===== src/rtl/irq_arb_pkg.sv =====
package irq_arb_pkg;

    localparam int unsigned EN_BIT   = 31;
    localparam int unsigned FLD_LO   = 6;
    localparam int unsigned FLD_HI   = 10;
    localparam int unsigned FLD_W    = FLD_HI - FLD_LO + 1;
    localparam int unsigned STRIDE_B = 3;
    localparam int unsigned GRP_B    = 5;
    localparam int unsigned SEL_BIT  = 2;

    localparam logic [15:0] SLOT_MAP_BASE = 16'h0C00;
    localparam logic [15:0] BRD_MAP_BASE  = 16'h1000;
    localparam logic [15:0] SLOT_CLR_BASE = 16'h1400;
    localparam logic [15:0] BRD_CLR_BASE  = 16'h1800;

    typedef struct packed {
        logic             en;
        logic [FLD_W-1:0] fld;
    } map_ent_t;

    localparam map_ent_t MAP_RST = '{en: 1'b0, fld: '1};

endpackage


===== src/rtl/irq_pend_track.sv =====
module irq_pend_track #(
    parameter int unsigned N_LINES = 64
) (
    input  logic               clk_i,
    input  logic               rst_ni,
    input  logic [N_LINES-1:0] lines_i,
    output logic [N_LINES-1:0] pend_o
);

    typedef struct packed {
        logic [N_LINES-1:0] pend;
    } pend_st_t;

    pend_st_t st_d, st_q;

    always_comb begin
        st_d = st_q;
        // a rise sets the bit and a fall clears it; no request is touched here
        st_d.pend = (st_q.pend | (lines_i & ~st_q.pend)) & ~(~lines_i & st_q.pend);
    end

    always_ff @(posedge clk_i) begin
        if (!rst_ni) st_q <= '0;
        else         st_q <= st_d;
    end

    assign pend_o = st_q.pend;

endmodule


===== src/rtl/irq_prio_pick.sv =====
module irq_prio_pick #(
    parameter int unsigned N_LINES = 64,
    parameter int unsigned IDX_W   = 7
) (
    input  logic [N_LINES-1:0] cand_i,
    output logic               hit_o,
    output logic [IDX_W-1:0]   idx_o
);

    always_comb begin
        hit_o = 1'b0;
        idx_o = '0;
        for (int i = N_LINES - 1; i >= 0; i--) begin
            if (cand_i[i]) begin
                hit_o = 1'b1;
                idx_o = IDX_W'(i);
            end
        end
    end

    always_comb begin
        if (hit_o) begin
            assert_pick_lowest_R3: assert (cand_i[idx_o] &&
                ((cand_i & ((N_LINES'(1) << idx_o) - N_LINES'(1))) == '0))
                else $error("picker did not choose lowest candidate");
        end
    end

endmodule


===== src/rtl/irq_map_regs.sv =====
module irq_map_regs
    import irq_arb_pkg::*;
#(
    parameter int unsigned N_SLOT   = 32,
    parameter int unsigned N_BRD    = 32,
    parameter int unsigned GRP_SIZE = 4,
    parameter int unsigned ADDR_W   = 16,
    parameter int unsigned DATA_W   = 32,
    parameter int unsigned IDX_W    = 7
) (
    input  logic                      clk_i,
    input  logic                      rst_ni,
    input  logic                      wr_en_i,
    input  logic [ADDR_W-1:0]         wr_addr_i,
    input  logic [DATA_W-1:0]         wr_data_i,
    input  logic [IDX_W-1:0]          req_idx_i,
    output logic [N_SLOT+N_BRD-1:0]   line_en_o,
    output logic                      retire_o
);

    localparam int unsigned N_GRP = N_SLOT / GRP_SIZE;
    localparam int unsigned GRP_W = $clog2(N_GRP);
    localparam int unsigned BRD_W = $clog2(N_BRD);

    typedef struct packed {
        map_ent_t [N_GRP-1:0] slot;
        map_ent_t [N_BRD-1:0] brd;
    } map_st_t;

    map_st_t st_d, st_q;

    logic             wr_ok;
    logic             hit_slot_map, hit_brd_map, hit_slot_clr, hit_brd_clr;
    logic [GRP_W-1:0] map_grp, clr_grp;
    logic [BRD_W-1:0] brd_sel;
    logic             wr_zero;
    map_ent_t         wr_ent;
    logic             req_is_slot, req_is_brd;
    logic [GRP_W-1:0] req_grp;
    logic [BRD_W-1:0] req_brd;
    logic             unused_bits;

    assign unused_bits = ^{wr_data_i[DATA_W-2:FLD_HI+1], wr_data_i[FLD_LO-1:0],
                           wr_addr_i[1:0]};

    always_comb begin
        wr_ok        = wr_en_i && wr_addr_i[SEL_BIT];
        hit_slot_map = wr_ok && (wr_addr_i[ADDR_W-1:6] == SLOT_MAP_BASE[ADDR_W-1:6]);
        hit_brd_map  = wr_ok && (wr_addr_i[ADDR_W-1:8] == BRD_MAP_BASE[ADDR_W-1:8]);
        hit_slot_clr = wr_ok && (wr_addr_i[ADDR_W-1:8] == SLOT_CLR_BASE[ADDR_W-1:8]);
        hit_brd_clr  = wr_ok && (wr_addr_i[ADDR_W-1:8] == BRD_CLR_BASE[ADDR_W-1:8]);
        map_grp      = wr_addr_i[STRIDE_B +: GRP_W];
        brd_sel      = wr_addr_i[STRIDE_B +: BRD_W];
        clr_grp      = wr_addr_i[GRP_B +: GRP_W];
        wr_ent       = '{en: wr_data_i[EN_BIT], fld: wr_data_i[FLD_HI:FLD_LO]};
        wr_zero      = (wr_ent == '0);

        req_is_slot  = (req_idx_i < IDX_W'(N_SLOT));
        req_is_brd   = (req_idx_i >= IDX_W'(N_SLOT)) &&
                       (req_idx_i < IDX_W'(N_SLOT + N_BRD));
        req_grp      = GRP_W'(req_idx_i / IDX_W'(GRP_SIZE));
        req_brd      = BRD_W'(req_idx_i - IDX_W'(N_SLOT));
    end

    always_comb begin
        st_d     = st_q;
        retire_o = 1'b0;
        if (hit_slot_map) begin
            st_d.slot[map_grp] = wr_ent;
            if (wr_zero && req_is_slot && (req_grp == map_grp)) retire_o = 1'b1;
        end
        if (hit_brd_map) begin
            st_d.brd[brd_sel] = wr_ent;
            if (wr_zero && req_is_brd && (req_brd == brd_sel)) retire_o = 1'b1;
        end
        if (hit_slot_clr && req_is_slot && (req_grp == clr_grp)) retire_o = 1'b1;
        if (hit_brd_clr && req_is_brd && (req_brd == brd_sel))   retire_o = 1'b1;
    end

    always_ff @(posedge clk_i) begin
        if (!rst_ni) begin
            st_q.slot <= {N_GRP{MAP_RST}};
            st_q.brd  <= {N_BRD{MAP_RST}};
        end else begin
            st_q <= st_d;
        end
    end

    for (genvar gi = 0; gi < N_SLOT; gi++) begin : g_slot_en
        assign line_en_o[gi] = st_q.slot[gi / GRP_SIZE].en;
    end
    for (genvar bi = 0; bi < N_BRD; bi++) begin : g_brd_en
        assign line_en_o[N_SLOT + bi] = st_q.brd[bi].en;
    end

    assert_no_retire_idle_R10: assert property (@(posedge clk_i) disable iff (!rst_ni)
        (!req_is_slot && !req_is_brd) |-> !retire_o)
        else $error("retire while idle");

endmodule


===== src/rtl/irq_req_arbiter.sv =====
module irq_req_arbiter #(
    parameter int unsigned N_SLOT   = 32,
    parameter int unsigned N_BRD    = 32,
    parameter int unsigned GRP_SIZE = 4,
    parameter int unsigned ADDR_W   = 16,
    parameter int unsigned DATA_W   = 32
) (
    input  logic                    clk_i,
    input  logic                    rst_ni,
    input  logic [N_SLOT+N_BRD-1:0] irq_lines_i,
    input  logic                    wr_en_i,
    input  logic [ADDR_W-1:0]       wr_addr_i,
    input  logic [DATA_W-1:0]       wr_data_i,
    output logic [N_SLOT+N_BRD-1:0] req_onehot_o
);

    localparam int unsigned N_LINES = N_SLOT + N_BRD;
    localparam int unsigned IDX_W   = $clog2(N_LINES) + 1;
    localparam logic [IDX_W-1:0] NO_REQ = IDX_W'(N_LINES + 1);

    typedef struct packed {
        logic [IDX_W-1:0] idx;
    } req_st_t;

    req_st_t st_d, st_q;

    logic [N_LINES-1:0] pend, line_en;
    logic               retire, pick_hit, idle;
    logic [IDX_W-1:0]   pick_idx;

    irq_pend_track #(.N_LINES(N_LINES)) pend_i (
        .clk_i   (clk_i),
        .rst_ni  (rst_ni),
        .lines_i (irq_lines_i),
        .pend_o  (pend)
    );

    irq_map_regs #(
        .N_SLOT(N_SLOT), .N_BRD(N_BRD), .GRP_SIZE(GRP_SIZE),
        .ADDR_W(ADDR_W), .DATA_W(DATA_W), .IDX_W(IDX_W)
    ) map_i (
        .clk_i     (clk_i),
        .rst_ni    (rst_ni),
        .wr_en_i   (wr_en_i),
        .wr_addr_i (wr_addr_i),
        .wr_data_i (wr_data_i),
        .req_idx_i (st_q.idx),
        .line_en_o (line_en),
        .retire_o  (retire)
    );

    irq_prio_pick #(.N_LINES(N_LINES), .IDX_W(IDX_W)) pick_i (
        .cand_i (pend & line_en),
        .hit_o  (pick_hit),
        .idx_o  (pick_idx)
    );

    assign idle = (st_q.idx == NO_REQ);

    always_comb begin
        st_d = st_q;
        if (retire)                st_d.idx = NO_REQ;
        else if (idle && pick_hit) st_d.idx = pick_idx;
    end

    always_ff @(posedge clk_i) begin
        if (!rst_ni) st_q.idx <= NO_REQ;
        else         st_q <= st_d;
    end

    for (genvar li = 0; li < N_LINES; li++) begin : g_onehot
        assign req_onehot_o[li] = (st_q.idx == IDX_W'(li));
    end

    assert_single_R4: assert property (@(posedge clk_i) disable iff (!rst_ni)
        $onehot0(req_onehot_o))
        else $error("more than one request");

    assert_hold_R5: assert property (@(posedge clk_i) disable iff (!rst_ni)
        (!idle && !retire) |=> $stable(req_onehot_o))
        else $error("request changed without retire");

    assert_retire_R12: assert property (@(posedge clk_i) disable iff (!rst_ni)
        (!idle && retire) |=> (req_onehot_o == '0))
        else $error("retire did not clear request");

    assert_grant_R2: assert property (@(posedge clk_i) disable iff (!rst_ni)
        (idle && pick_hit) |=> $onehot(req_onehot_o))
        else $error("idle with candidate but no grant");

endmodule


===== config.mk =====
export PLATFORM = sky130hd
export DESIGN_NAME = irq_req_arbiter
export DESIGN_NICKNAME = d
export VERILOG_FILES = /design/src/rtl/irq_arb_pkg.sv /design/src/rtl/irq_pend_track.sv /design/src/rtl/irq_prio_pick.sv /design/src/rtl/irq_map_regs.sv /design/src/rtl/irq_req_arbiter.sv
export SDC_FILE = /design/constraint.sdc
export NUM_CORES = 1
export LEC_CHECK = 0
export BUFFER_PORTS_ARGS = -buffer_cell sky130_fd_sc_hd__buf_4
export CAP_MARGIN = 5
export CORE_MARGIN = 2
export CORE_UTILIZATION = 30
export CTS_BUF_LIST = sky130_fd_sc_hd__clkbuf_16
export DETAILED_ROUTE_END_ITERATION = 10
export PLACE_DENSITY_LB_ADDON = 0.05
export SLEW_MARGIN = 20
export SYNTH_ARGS = -nofsm -noshare
export SYNTH_HDL_FRONTEND = slang
export SYNTH_SLANG_ARGS = --single-unit

===== constraint.sdc =====
create_clock -name clk_i -period 3 [get_ports clk_i]
set_clock_uncertainty 0.05 [all_clocks]
set_input_delay 0.6 -clock clk_i [delete_from_list [all_inputs] [get_ports clk_i]]
set_output_delay 0.6 -clock clk_i [all_outputs]
set_load 0.05 [all_outputs]

==> results of run 1 <==
metal layers:
layer | wire length, um | vias to the layer above
li1 | - | 2519
met1 | 7717 | 2292
met2 | 6975 | 171
met3 | 1109 | 12
met4 | 182 | 0
met5 | 0 | -
cell usage after synthesis (4+ instances only):
cell type                  instances
sky130_fd_sc_hd__and2_1           65
sky130_fd_sc_hd__a21oi_1          11
sky130_fd_sc_hd__nand4_1           9
sky130_fd_sc_hd__nor4_1            4
sky130_fd_sc_hd__a22oi_1          16
sky130_fd_sc_hd__nand2_1          65
sky130_fd_sc_hd__a31oi_1           6
sky130_fd_sc_hd__clkbuf_1         24
sky130_fd_sc_hd__nor2b_1          51
sky130_fd_sc_hd__nand2b_1          8
sky130_fd_sc_hd__nor3_1           11
sky130_fd_sc_hd__xor2_1            7
sky130_fd_sc_hd__nand3_1          16
sky130_fd_sc_hd__mux2i_1          40
sky130_fd_sc_hd__dfxtp_1         111
sky130_fd_sc_hd__a222oi_1          4
sky130_fd_sc_hd__o21a_1            5
sky130_fd_sc_hd__o41ai_1           5
sky130_fd_sc_hd__o21ai_0          24
sky130_fd_sc_hd__o211ai_1          7
sky130_fd_sc_hd__nor2_1          100
sky130_fd_sc_hd__inv_1             5
sky130_fd_sc_hd__buf_2             7
metrics by stage:
step | hold WS, ns | instance area (um2) | total power (W) | util, %
floorplan | 0.4216 | 5375 | 0.001664 | -
global placement | 0.4504 | 6688 | 0.001779 | 38.40
detailed placement | 0.4504 | 6688 | 0.001782 | 38.40
CTS | 0.3768 | 6977 | 0.002979 | 40.06
global route | 0.3766 | 6977 | 0.003057 | 40.06
finish | 0.3880 | 6977 | 0.002939 | 40.06
cell type report:
cell class / instances / area share [%]
clock buffer: 9 / 3.228
tap: 225 / 4.035
timing repair buffer: 155 / 16.68
inverter: 5 / 0.2690
sequential: 111 / 31.85
clock inverter: 7 / 0.9146
multi-input combinational: 502 / 43.02
critical path: cells and delay by family, from the launching register on:
family,cells,cell delay (ns)
buffers and inverters,1,0.22
DFF,1,0.57
and+or+nand+nor,3,0.79
cell families after synthesis:
family | count (synthesis) | share of synthesized area, %
compound gates | 106 | 14.08
simple gates | 348 | 33.01
mux | 40 | 7.449
buf+inv | 37 | 2.817
xor+xnor | 8 | 1.304
flops | 111 | 41.34
sequential cells by signal, indices dropped and copies added, names as in the netlist:
signal,cells
st_q,7
pend_i.pend_o,64
map_i.line_en_o,40
power by group through the flow:
stage / Clock [W] / Sequential (W) / Combinational, W
final: 0.00119 / 0.00155 / 0.000192
after detailed placement: 0 / 0.00159 / 0.000194
after global placement: 0 / 0.00159 / 0.000191
after global routing: 0.00128 / 0.00156 / 0.000213
after floorplan: 0 / 0.00158 / 0.0000873
after CTS: 0.00123 / 0.00155 / 0.000195
worst max path at each step:
stage / startpoint / endpoint / slack, ns / cells after the start
3_3_place_gp: wr_addr_i[8] / map_i.line_en_o[39] / 0.33 / 8
5_1_grt: st_q[4] / req_onehot_o[54] / 0.30 / 3
4_1_cts: st_q[3] / req_onehot_o[43] / 0.39 / 4
2_1_floorplan: st_q[0] / req_onehot_o[1] / 0.1 / 4
6_report: st_q[3] / req_onehot_o[11] / 0.40 / 4
3_5_place_dp: wr_addr_i[8] / map_i.line_en_o[57] / 0.29 / 8
==> impl_results.md, run 1 <==
* Hold Path Class: input port to flop
* Arrival time of the worst setup path at 1.95 ns
* Shortest clock period the worst path allows after layout at 2.597 ns
* Share of the clock period used by the worst path after layout at 86.58%
* Clk root buf: sky130_fd_sc_hd__clkbuf_16
* Portion of total power attributed to sequential cells at 52.9%
* Summed negative setup slack over all endpoints at 0 ns
* Met3 track demand over resource in global routing at 3.509%
* Setup repair after global routing missed its margin: no
* Clock power share at 40.6%
* Switching share of power at 22.56%
* Number of DRC violations after detailed routing at 0
* Pins over their slew limit at 0
* Net count of the finished layout at 899
* Endpoint of the worst-slack reg-to-reg timing path: st_q[1]
* Initial antenna violation count at 0
* Post-detailed-route wirelength per cell at 15.76 um
* Post-synthesis register bit count at 111
* Port bufs at 150
* Leakage power total at 2.858 nW
* Finish-stage setup viols at 0
* Layout Cells excl Fill at 1014
* CTS clock-pin slew for the worst setup and hold paths at 0.07 ns
* CP Cell Sequence: nor2b_1, nand3_1, nor2_1, buf_4
* Setup repair bufs after CTS at 0
* Effective utilization at floorplan at 30.86%
* Die H at 137.9 um
* Cell Rows at 48
* DP Wirelength at 12.04 mm
* Category of the worst setup path capture point: output port
* PD cells at 421.3 mW/mm2
* Min-delay src: irq_lines_i[51]
* Length in cells of the worst reg-to-reg path at 7
* Number of nets with antenna violations after detailed routing at 0
* Avg Inst Size Synth at 8.269 um2
* Category of the worst setup path launch point: flop
* Die Width at 137.9 um
* Cell Count Post-Placement at 998
* Flop-to-flop setup slack at 0.53 ns
* Number of levels in the clock H-tree at 3
* Pin count of the biggest net entering global routing at 105
* Combined area of all synthesized cells at 0.005375 mm2
* NetSw at 0.0006631 W
* Mapped Cells at 650
* Proportion of power drawn by combinational gates at 6.5%
* Share of flip-flops with an asynchronous set or reset after synthesis at 0%
* Total routing usage reported by global routing at 16.56%
* Total iterations of the first detailed-routing run at 5
* Layout overhead on the synthesized area at 29.80%
* Hold-fix buffers, CTS at 0
* Post-synth top area share at 41.34%
* Internal portion of total power at 0.002276 W
* Highest-utilization routing layer at the global route stage: met2
* Commonest non-fill, non-tap cells in the layout: sky130_fd_sc_hd__buf_4 (155), sky130_fd_sc_hd__dfxtp_1 (111), sky130_fd_sc_hd__nor2_1 (100)
* Maximum fanout along the worst path at 10
* Fraction of final layout cells sized beyond drive strength 1 at 22.43%
* R2r startpoint: pend_i.pend_o[54]
* Total congestion overflow at 0
* Post-Route WL at 15.98 mm
* Count of boundary I/O pins at 179
* Count of filler cells inserted in the layout at 1837
* Area occupied by registers at 0.002222 mm2
* Vias at 4994
* Core area at 0.01742 mm2
* Ant. Diodes at 0
* Min-Delay Path Depth at 2
* Number of warning messages in the yosys log at 0
* Portion of the post-synthesis area used by sequential elements at 41.34%
* Number of instances resized during post-cts repair at 0
* Clock sink count at 111
* Final hold violation count at 0
* Met1 capacity usage during global routing at 22.74%
* Slew HR at 46.42%
* Most frequent standard cell in the layout excluding fill and tap cells: sky130_fd_sc_hd__buf_4
* Nets in the synthesized netlist at 765
* Wire length of the first global-routing pass at 23.92 mm
* Max-capacitance violation count at 0
* Worst Max-Slew Pin Slew at 0.8038 ns
* Area enclosed by the die boundary at 0.01900 mm2
* CTS max path bufs at 2
* Area taken by multi-input logic gates at 0.003002 mm2
* Terminating pin of the worst hold path: pend_i.pend_o[51]
* Largest stage delay, worst path at 0.57 ns
* Insertion delay of the later-clocked pin in the worst-skew pair at 0.36 ns
* Inserted Clock Buffers at 9
* Max Clk Rate at 385.0 MHz
* Number of DRC violations after detailed-routing iteration 0 at 317
* Outcome: complete, no violations
* Worst path setup slack after routing at 0.4026 ns
* Critical Path RT at 2.35 ns
* Minimum setup slack after placement at 0.2935 ns
* Area contributors post-synth: sky130_fd_sc_hd__dfxtp_1 (41%), sky130_fd_sc_hd__and2_1 (7.6%), sky130_fd_sc_hd__mux2i_1 (7.4%), sky130_fd_sc_hd__nor2_1 (7.0%), sky130_fd_sc_hd__nor2b_1 (5.9%)
* Worst-path cell with the longest stage delay: sky130_fd_sc_hd__dfxtp_1
* Count of distinct cell types in the synthesized netlist at 58
* Post-synth top flop: sky130_fd_sc_hd__dfxtp_1
* Critical path class: flop to output port
* Routing usage on met2 at 26.21%
* Vias per cell at 4.925
* Worst IR drop on VDD at 0.0002668 V
* Yosys top cell by area: sky130_fd_sc_hd__dfxtp_1
* Number of enable flip-flop cells after synthesis at 0
* Clock tree from TritonCTS: built
* Via count of the first global-routing pass at 4475
* Final RePlAce weighted congestion at 0.8104
Power figures use the tool's default switching activity.
==> inputs of run 2 (changes only) <==
--- a/config.mk
+++ b/config.mk
@@ -11,6 +11,7 @@
 export CORE_UTILIZATION = 30
 export CTS_BUF_LIST = sky130_fd_sc_hd__clkbuf_16
 export DETAILED_ROUTE_END_ITERATION = 10
+export MAX_ROUTING_LAYER = met4
 export PLACE_DENSITY_LB_ADDON = 0.05
 export SLEW_MARGIN = 20
 export SYNTH_ARGS = -nofsm -noshare
==> run 2 against run 1 <==
  * Hold slack got worse by 0.00052 ns
  * Cell count did not move
  * Fmax decreased by 0.14%
  * Global-route usage grew 0.48 points
  * Core utilization did not move
  * Sequential cell count unchanged
  * Largest cell class unchanged
  * Largest power group unchanged
==> impl_results.md, run 2 (synthesis results as in run 1) <==
* Pins over their slew limit at 0 (unchanged)
* Core area at 0.01742 mm2 (unchanged)
* Number of DRC violations after detailed routing at 0 (unchanged)
* Worst IR drop on VDD at 0.0002667 V (about the same)
* CTS max path bufs at 2 (unchanged)
* Proportion of power drawn by combinational gates at 6.5% (about the same)
* Via count of the first global-routing pass at 4474 (-0.022%)
* Hold-fix buffers, CTS at 0 (unchanged)
* Count of boundary I/O pins at 179 (unchanged)
* Minimum setup slack after placement at 0.2935 ns (unchanged)
* Worst path setup slack after routing at 0.3989 ns (-0.003681 ns)
* Cell Count Post-Placement at 998 (unchanged)
* Area taken by multi-input logic gates at 0.003002 mm2 (unchanged)
* Number of DRC violations after detailed-routing iteration 0 at 305 (-3.8%)
* Count of filler cells inserted in the layout at 1837 (unchanged)
* Port bufs at 150 (unchanged)
* Total routing usage reported by global routing at 17.04% (+0.48 points)
* Worst Max-Slew Pin Slew at 0.8082 ns (+0.004462 ns)
* Total congestion overflow at 0 (unchanged)
* Clock tree from TritonCTS: built
* Pin count of the biggest net entering global routing at 105 (unchanged)
* Clock sink count at 111 (unchanged)
* Shortest clock period the worst path allows after layout at 2.601 ns (+0.003681 ns)
* Commonest non-fill, non-tap cells in the layout: sky130_fd_sc_hd__buf_4 (155), sky130_fd_sc_hd__dfxtp_1 (111), sky130_fd_sc_hd__nor2_1 (100)
* Arrival time of the worst setup path at 1.95 ns (about the same)
* Ant. Diodes at 0 (unchanged)
* Die H at 137.9 um (unchanged)
* Routing usage on met2 at 26.18% (-0.028 points)
* Area occupied by registers at 0.002222 mm2 (unchanged)
* Layout overhead on the synthesized area at 29.80% (unchanged)
* Vias at 4949 (-0.90%)
* Number of instances resized during post-cts repair at 0 (unchanged)
* Critical Path RT at 2.35 ns (about the same)
* Internal portion of total power at 0.002276 W (about the same)
* Number of nets with antenna violations after detailed routing at 0 (unchanged)
* Post-detailed-route wirelength per cell at 15.72 um (-0.25%)
* Net count of the finished layout at 899 (unchanged)
* Most frequent standard cell in the layout excluding fill and tap cells: sky130_fd_sc_hd__buf_4
* Finish-stage setup viols at 0 (unchanged)
* Die Width at 137.9 um (unchanged)
* Vias per cell at 4.881 (-0.90%)
* Category of the worst setup path capture point: output port
* Cell Rows at 48 (unchanged)
* Hold Path Class: input port to flop
* Insertion delay of the later-clocked pin in the worst-skew pair at 0.36 ns (about the same)
* Category of the worst setup path launch point: flop
* Post-Route WL at 15.94 mm (-0.25%)
* DP Wirelength at 12.04 mm (unchanged)
* Summed negative setup slack over all endpoints at 0 ns (unchanged)
* Final hold violation count at 0 (unchanged)
* Leakage power total at 2.858 nW (unchanged)
* Maximum fanout along the worst path at 16 (+6)
* Wire length of the first global-routing pass at 23.94 mm (about the same)
* Highest-utilization routing layer at the global route stage: met2
* Clock power share at 40.6% (about the same)
* Fraction of final layout cells sized beyond drive strength 1 at 22.43% (unchanged)
* Critical path class: flop to output port
* Max-capacitance violation count at 0 (unchanged)
* Area enclosed by the die boundary at 0.01900 mm2 (unchanged)
* Max Clk Rate at 384.5 MHz (-0.14%)
* Switching share of power at 22.54% (-0.023 points)
* Setup repair bufs after CTS at 0 (unchanged)
* PD cells at 421.1 mW/mm2 (about the same)
* Slew HR at 46.12% (-0.30 points)
* NetSw at 0.0006622 W (-0.13%)
* Final RePlAce weighted congestion at 0.8223 (+1.5%)
* Layout Cells excl Fill at 1014 (unchanged)
* Outcome: complete, no violations
* Setup repair after global routing missed its margin: no
* Effective utilization at floorplan at 30.86% (unchanged)
* Met1 capacity usage during global routing at 22.85% (+0.11 points)
* Inserted Clock Buffers at 9 (unchanged)
* Initial antenna violation count at 0 (unchanged)
* Share of the clock period used by the worst path after layout at 86.70% (+0.12 points)
* Max FFs per register at 64 (unchanged)
* Met3 track demand over resource in global routing at 3.399% (-0.11 points)
* CTS clock-pin slew for the worst setup and hold paths at 0.07 ns (about the same)
* Total iterations of the first detailed-routing run at 5 (unchanged)
* Portion of total power attributed to sequential cells at 52.9% (about the same)
* Number of levels in the clock H-tree at 3 (unchanged)
* Clk root buf: sky130_fd_sc_hd__clkbuf_16
[run 2: worst max-delay path, stage by stage (launching register included)]
cell                       delay [ns]
sky130_fd_sc_hd__dfxtp_1         0.53
sky130_fd_sc_hd__nand3b_1        0.56
sky130_fd_sc_hd__nor2_1          0.27
sky130_fd_sc_hd__buf_4           0.23
[run 2: metal layers]
metal,part of all wire [%],vias to the layer above
met5,0,-
met4,1.1,0
met3,6.5,12
met2,44,161
met1,49,2264
li1,-,2512
[run 2: through the flow]
stage | instance area (um2) | hold slack [ns] | power (W) | utilization [%]
global route | 6977 | 0.3766 | 0.003059 | 40.06
finish | 6977 | 0.3875 | 0.002938 | 40.06
CTS | 6977 | 0.3768 | 0.002979 | 40.06
detailed placement | 6688 | 0.4504 | 0.001782 | 38.40
floorplan | 5375 | 0.4216 | 0.001664 | -
global placement | 6688 | 0.4504 | 0.001779 | 38.40
[run 2: worst paths after layout]
path / from / end / slack (ns) / depth (start not counted)
max: st_q[4] / req_onehot_o[54] / 0.40 / 3
min: irq_lines_i[51] / pend_i.pend_o[51] / 0.39 / 2
max reg2reg: map_i.line_en_o[55] / st_q[1] / 0.53 / 7
min reg2reg: st_q[6] / st_q[6] / 0.46 / 2
[run 2: area by class of cell]
class / instances / share of cell area [%]
flip-flops and latches: 111 / 31.85
repair buffers: 155 / 16.68
multi-input cells: 502 / 43.02
clock inverters: 7 / 0.9146
well taps: 225 / 4.035
clock buffers: 9 / 3.228
inverters: 5 / 0.2690
[run 2: power by group through the flow]
| stage | logic (W) | registers (W) | clock network [W] |
|---|---|---|---|
| 2_1_floorplan | 0.0000873 | 0.00158 | 0 |
| 3_3_place_gp | 0.000191 | 0.00159 | 0 |
| 3_5_place_dp | 0.000194 | 0.00159 | 0 |
| 4_1_cts | 0.000195 | 0.00155 | 0.00123 |
| 5_1_grt | 0.000213 | 0.00156 | 0.00128 |
| 6_report | 0.000192 | 0.00155 | 0.00119 |
